$ cat config.mk
export PLATFORM = sky130hd
export DESIGN_NAME = modeLatch
export DESIGN_NICKNAME = d
export VERILOG_FILES = /design/src/rtl/modeLatchPkg.sv /design/src/rtl/modeLatchCtrl.sv /design/src/rtl/modeLatchData.sv /design/src/rtl/modeLatch.sv
export SDC_FILE = /design/constraint.sdc
export NUM_CORES = 1
export LEC_CHECK = 0
export BUFFER_PORTS_ARGS = -buffer_cell sky130_fd_sc_hd__clkbuf_2
export CORE_MARGIN = 4
export CORE_UTILIZATION = 25
export CTS_CLUSTER_SIZE = 8
export DETAILED_ROUTE_END_ITERATION = 7
export GPL_TIMING_DRIVEN = 0
export HOLD_SLACK_MARGIN = 0.05
export PLACE_DENSITY = 0.53
export SKIP_CTS_REPAIR_TIMING = 1
export SLEW_MARGIN = 10
export SYNTH_ARGS = -nofsm -noshare
export SYNTH_HDL_FRONTEND = slang
export SYNTH_SLANG_ARGS = --single-unit
$ cat constraint.sdc
create_clock -name clk -period 1.41 [get_ports clk]
set_input_delay 0.2115 -clock clk [delete_from_list [all_inputs] [get_ports clk]]
set_output_delay 0.2115 -clock clk [all_outputs]
set_load 0.03 [all_outputs]
$ cat src/rtl/modeLatchPkg.sv
package modeLatchPkg;

  localparam int MODE_W = 3;
  localparam int CFG_W  = 5;

  typedef enum logic [MODE_W-1:0] {
    MODE_SPC_SINGLE = 3'b000,
    MODE_EMU_NARROW = 3'b001,
    MODE_SPC_TEST   = 3'b010,
    MODE_EMU_WIDE   = 3'b011,
    MODE_NRM_SINGLE = 3'b100,
    MODE_NRM_NARROW = 3'b101,
    MODE_PERIPH     = 3'b110,
    MODE_NRM_WIDE   = 3'b111
  } opMode_e;

  localparam logic [MODE_W-1:0] MODE_FORBIDDEN = MODE_PERIPH;

  // Positions of the port-function configuration bits
  localparam int CFG_DIR      = 0;
  localparam int CFG_STROBE   = 1;
  localparam int CFG_ECLK_OFF = 2;
  localparam int CFG_PIPE     = 3;
  localparam int CFG_FREE     = 4;

  // Strobes from the control unit to the datapath
  typedef struct packed {
    logic              modeLoad;
    logic [MODE_W-1:0] modeVal;
    logic [CFG_W-1:0]  cfgLoad;
  } strobe_t;

  // Reset value of the port configuration for a latched mode
  function automatic logic [CFG_W-1:0] cfgResetValue(input logic [MODE_W-1:0] m);
    logic [CFG_W-1:0] v;
    v = '0;
    case (m)
      MODE_EMU_NARROW: begin
        v[CFG_FREE] = 1'b1; v[CFG_PIPE] = 1'b1; v[CFG_DIR] = 1'b1;
      end
      MODE_EMU_WIDE: begin
        v[CFG_FREE] = 1'b1; v[CFG_PIPE] = 1'b1;
        v[CFG_STROBE] = 1'b1; v[CFG_DIR] = 1'b1;
      end
      MODE_SPC_TEST, MODE_NRM_WIDE: begin
        v[CFG_STROBE] = 1'b1; v[CFG_DIR] = 1'b1;
      end
      MODE_NRM_NARROW: v[CFG_DIR] = 1'b1;
      default: v[CFG_ECLK_OFF] = 1'b1;
    endcase
    return v;
  endfunction

endpackage

$ cat src/rtl/modeLatchCtrl.sv
module modeLatchCtrl
  import modeLatchPkg::*;
#(
  parameter logic [CFG_W-1:0] ANYTIME_MASK = 5'b00100
) (
  input  logic              clk,
  input  logic              rstN,
  input  logic              wrEn,
  input  logic              wrSel,
  input  logic [MODE_W-1:0] wrModeData,
  input  logic [CFG_W-1:0]  wrMask,
  input  logic [MODE_W-1:0] curMode,
  output strobe_t           strobes
);

  logic             modeOnce;
  logic [CFG_W-1:0] cfgOnce;
  logic [CFG_W-1:0] cfgLoadVec;
  logic             modeWrite;
  logic             cfgWrite;
  logic             inTest;
  logic [MODE_W-1:0] nrmCandidate;

  assign modeWrite    = wrEn & ~wrSel;
  assign cfgWrite     = wrEn & wrSel;
  assign inTest       = (curMode == MODE_SPC_TEST);
  assign nrmCandidate = {1'b1, wrModeData[1:0]};

  // Per-field acceptance of configuration writes
  for (genvar i = 0; i < CFG_W; i++) begin : g_cfgField
    if (ANYTIME_MASK[i]) begin : g_anytime
      assign cfgLoadVec[i] = cfgWrite & wrMask[i];
    end else begin : g_once
      assign cfgLoadVec[i] = cfgWrite & wrMask[i] & (inTest | ~cfgOnce[i]);
    end
  end

  always_comb begin
    strobes          = '0;
    strobes.cfgLoad  = cfgLoadVec;
    if (modeWrite) begin
      case (curMode)
        MODE_SPC_SINGLE, MODE_SPC_TEST: begin
          if (wrModeData != MODE_FORBIDDEN) begin
            strobes.modeLoad = 1'b1;
            strobes.modeVal  = wrModeData;
          end
        end
        MODE_NRM_SINGLE: begin
          if (!modeOnce && nrmCandidate != MODE_FORBIDDEN) begin
            strobes.modeLoad = 1'b1;
            strobes.modeVal  = nrmCandidate;
          end
        end
        default: ;
      endcase
    end
  end

  always_ff @(posedge clk) begin
    if (!rstN) begin
      modeOnce <= 1'b0;
      cfgOnce  <= '0;
    end else begin
      if (strobes.modeLoad && curMode == MODE_NRM_SINGLE) modeOnce <= 1'b1;
      cfgOnce <= cfgOnce | cfgLoadVec;
    end
  end

  // a taken configuration write locks its field from the next cycle on
  p_once_locks_r9: assert property (@(posedge clk) disable iff (!rstN)
    (cfgLoadVec != '0) |=> ((cfgOnce & $past(cfgLoadVec)) == $past(cfgLoadVec)));

  // no second mode load in normal single chip once the single write is used
  p_single_write_r6: assert property (@(posedge clk) disable iff (!rstN)
    (modeOnce && curMode == MODE_NRM_SINGLE) |-> !strobes.modeLoad);

  // nothing is loaded without a write strobe
  p_idle_quiet_r12: assert property (@(posedge clk) disable iff (!rstN)
    !wrEn |-> (!strobes.modeLoad && strobes.cfgLoad == '0));

endmodule

$ cat src/rtl/modeLatchData.sv
module modeLatchData
  import modeLatchPkg::*;
(
  input  logic              clk,
  input  logic              rstN,
  input  logic [MODE_W-1:0] modePins,
  input  logic [CFG_W-1:0]  wrCfgData,
  input  strobe_t           strobes,
  output logic [MODE_W-1:0] curMode,
  output logic              bdmAtReset,
  output logic [CFG_W-1:0]  portCfg,
  output logic              isSpecial,
  output logic              isExpanded,
  output logic              isWide,
  output logic              isSingleChip
);

  always_ff @(posedge clk) begin
    if (!rstN) begin
      curMode    <= modePins;
      bdmAtReset <= (modePins == MODE_SPC_SINGLE);
      portCfg    <= cfgResetValue(modePins);
    end else begin
      if (strobes.modeLoad) curMode <= strobes.modeVal;
      portCfg <= (portCfg & ~strobes.cfgLoad) | (wrCfgData & strobes.cfgLoad);
    end
  end

  always_comb begin
    isSpecial    = ~curMode[2];
    isSingleChip = (curMode[1:0] == 2'b00);
    isExpanded   = curMode[0] | (curMode == MODE_SPC_TEST);
    isWide       = isExpanded & curMode[1];
  end

  // a write never produces the forbidden mode
  p_no_forbidden_r5: assert property (@(posedge clk) disable iff (!rstN)
    strobes.modeLoad |=> (curMode != MODE_FORBIDDEN));

  // read-only modes keep their value
  p_ro_hold_r7: assert property (@(posedge clk) disable iff (!rstN)
    (curMode inside {MODE_EMU_NARROW, MODE_EMU_WIDE, MODE_NRM_NARROW,
                     MODE_PERIPH, MODE_NRM_WIDE}) |=> $stable(curMode));

  // after release the mode moves only on a load
  p_mode_hold_r1: assert property (@(posedge clk) disable iff (!rstN)
    !strobes.modeLoad |=> $stable(curMode));

  // debug flag fixed outside reset
  p_bdm_fixed_r3: assert property (@(posedge clk) disable iff (!rstN)
    $past(rstN) |-> $stable(bdmAtReset));

  // single chip and expanded are exclusive; wide implies expanded
  p_flags_r2: assert property (@(posedge clk) disable iff (!rstN)
    $onehot0({isSingleChip, isExpanded}) && (!isWide || isExpanded));

  // configuration holds without load strobes
  p_cfg_hold_r9: assert property (@(posedge clk) disable iff (!rstN)
    (strobes.cfgLoad == '0) |=> $stable(portCfg));

endmodule

$ cat src/rtl/modeLatch.sv
module modeLatch
  import modeLatchPkg::*;
#(
  parameter logic [CFG_W-1:0] ANYTIME_MASK = 5'b00100
) (
  input  logic              clk,
  input  logic              rstN,
  input  logic [MODE_W-1:0] modePins,
  input  logic              wrEn,
  input  logic              wrSel,
  input  logic [CFG_W-1:0]  wrData,
  input  logic [CFG_W-1:0]  wrMask,
  output logic [MODE_W-1:0] curMode,
  output logic              isSpecial,
  output logic              isExpanded,
  output logic              isWide,
  output logic              isSingleChip,
  output logic              bdmAtReset,
  output logic [CFG_W-1:0]  portCfg
);

  strobe_t strobes;

  modeLatchCtrl #(.ANYTIME_MASK(ANYTIME_MASK)) i_ctrl (
    .clk        (clk),
    .rstN       (rstN),
    .wrEn       (wrEn),
    .wrSel      (wrSel),
    .wrModeData (wrData[MODE_W-1:0]),
    .wrMask     (wrMask),
    .curMode    (curMode),
    .strobes    (strobes)
  );

  modeLatchData i_data (
    .clk          (clk),
    .rstN         (rstN),
    .modePins     (modePins),
    .wrCfgData    (wrData),
    .strobes      (strobes),
    .curMode      (curMode),
    .bdmAtReset   (bdmAtReset),
    .portCfg      (portCfg),
    .isSpecial    (isSpecial),
    .isExpanded   (isExpanded),
    .isWide       (isWide),
    .isSingleChip (isSingleChip)
  );

endmodule

==> metrics.txt <==
CTS Buffer Depth 2; Startpoint Class flip-flop; post-synth top area share 0.3711; DRC Markers 0; die area slightly below 4000 sq um; Max FO, Critical Path 4; Post-Synth XOR/XNOR Area 0; Cell Pwr Density between 900 and 1000 nW/um^2; first-pass GRT wire length around 2.8 mm; clk sink count 14; Place WS -0.09658 ns; fin crit share 1.205; register area share after synthesis 0.5086; RSZ-0062 raised after global routing yes; final hold violation count 0; initial core utilization 0.2618; main combinational cell family by area after synthesis simple AND/OR/NAND/NOR gates; WL/cell around 13 um; Synth Area in Compound Gates 0.1632; Clock transition at path regs about 0.090 ns; share of post-route cells with drive strength above 1 0.4874; drt pass-1 iters 4; Post-synth EDFFs 9; post-synthesis sequential element count 14; final net count roughly 140; mux contribution to synthesized area 0; FFs w/ async S/R, synth 0; failing checks setup timing; Design Area, Final 1077 sq um; Worst EP arrival between 1 and 1.5 ns; Yosys warning count 0; I/O Buffers 28; Max-cap violations 0; ANT nets after route 0; crit end category output port; Die W between 60 and 70 um; die extent in y about 62 um; core area 2781 sq um; vias per cell 4.860; GP Congestion 0.7986; row cnt 19; Tot GR Track Use 0.09881; Synth Area in Simple Gates 0.2904; synth top area cells edfxtp_1, dfxtp_1, nand2_1, nor2_1, nor4b_4; initial antenna violation count 0; Setup CP Type reg2out; post-synthesis cell count roughly 80; DP Wirelength around 1.4 mm; Synth Net Count 96; slew at the pin with the worst max-slew slack 0.4580 ns; total gr overflow 0; worst vdd ir between 0.0005 and 0.0006 V; routed vias roughly 730; Yosys top cell by area edfxtp_1; Area after DPL 914.6 sq um; reg-to-reg slack, setup -0.15 ns; Post-Route WL 1.892 mm; CTS Buf Count 3; DR iter-0 viols 18; io pins 30; Overall Power roughly 1.1 mW; Leak 0.4677 nW; min setup slack post-route -0.2888 ns; fin. max-slew vios 0; Tmin final around 1.7 ns; H-Tree Depth 1; largest net degree at the start of global routing 11; Max Clk Rate 588.7 MHz; Root Driver clkbuf_4; number of global-route vias before repair between 600 and 700; TritonCTS clock tree yes; clock skew 0.002773 ns; P&R area growth vs syn 47.94%; Crit path required time between 1 and 1.5 ns; Post-Synth Adder-Cell Area 0; Synth Cell Area between 700 and 800 sq um; slew margin rel. 0.6947; Yosys cell types 30; ys flop type edfxtp_1; Skew-Pair Late Insertion Delay 0.28 ns; hold crit path type in2reg; # setup viols final 16; diode count 0; status finished with violations; syn avg cell area approximately 9.2 sq um
## cells in the mapped netlist (2+ instances only)
master    count
nor2b_1       3
inv_1         2
o21ai_1       3
nor2_1        8
edfxtp_1      9
nand3_1       3
a21oi_1       4
nand2_1      19
o22ai_1       3
dfxtp_1       5
## layer usage
layer	share of wire	routed length, um	GRT usage
met1	0.46	866	0.1409
met4	0.020	37	0.03939
met2	0.44	836	0.1346
met5	0	0	0
met3	0.080	151	0.03512
## where the power goes
part           internal [mW]  leakage, nW  switching (mW)  total [mW]
logic                  0.117        0.313           0.170       0.286
registers              0.467        0.133          0.0152       0.482
clock network          0.157       0.0210           0.139       0.296
total                  0.741        0.468           0.324        1.06
## through the flow
stage,hold slack (ns),utilization,setup TNS (ns),instances
global placement,0.4474,0.3288,-0.3760,138
global route,0.2116,0.3873,-2.365,150
floorplan,0.3491,-,-1.471,79
CTS,0.1668,0.3419,-0.9202,142
finish,0.1878,0.3873,-1.609,150
detailed placement,0.4655,0.3288,-0.5189,138
## critical path: stages, from the launching register on
cell      delay (ns)
edfxtp_1        0.46
or3b_4          0.42
or2b_1          0.18
buf_6           0.13
## final timing paths
kind                                   startpoint                 to  cells past startpoint
worst max-delay path            i_data.curMode[0]         isExpanded                      3
worst min-delay path                    wrMask[3]  i_ctrl.cfgOnce[3]                      3
worst max register to register  i_data.curMode[0]          flip-flop                      5
worst min register to register  i_ctrl.cfgOnce[0]  i_ctrl.cfgOnce[0]                      2
## layout by cell type, fill, tap and decap left out, types with 2 or more instances in the layout
master    netlist  layout
clkbuf_2        0      24
nand2_1        19      17
buf_4           1       9
edfxtp_1        9       9
nor2_1          8       6
dfxtp_1         5       5
nand3_2         1       4
a21oi_1         4       4
buf_6           0       4
nand2_2         1       3
o22ai_2         1       3
nor2b_1         3       3
clkbuf_4        0       3
o21ai_1         3       2
## layout make-up
cell class / count / area [sq um]
plain buffers: 3 / 16.27
fillers: 281 / 1704
well taps: 31 / 38.79
repair buffers: 36 / 225.2
inverters: 3 / 13.76
clock buffers: 4 / 36.28
multi-input cells: 59 / 376.6
flip-flops and latches: 14 / 370.4
## cell families (layout without fill, tap and decap cells)
kind of cell	count (synthesis)	count (layout)
AOI/OAI and AO/OA	18	18
DFF	14	14
buffers and inverters	6	46
and+or+nand+nor	41	41
Power figures use the tool's default switching activity.
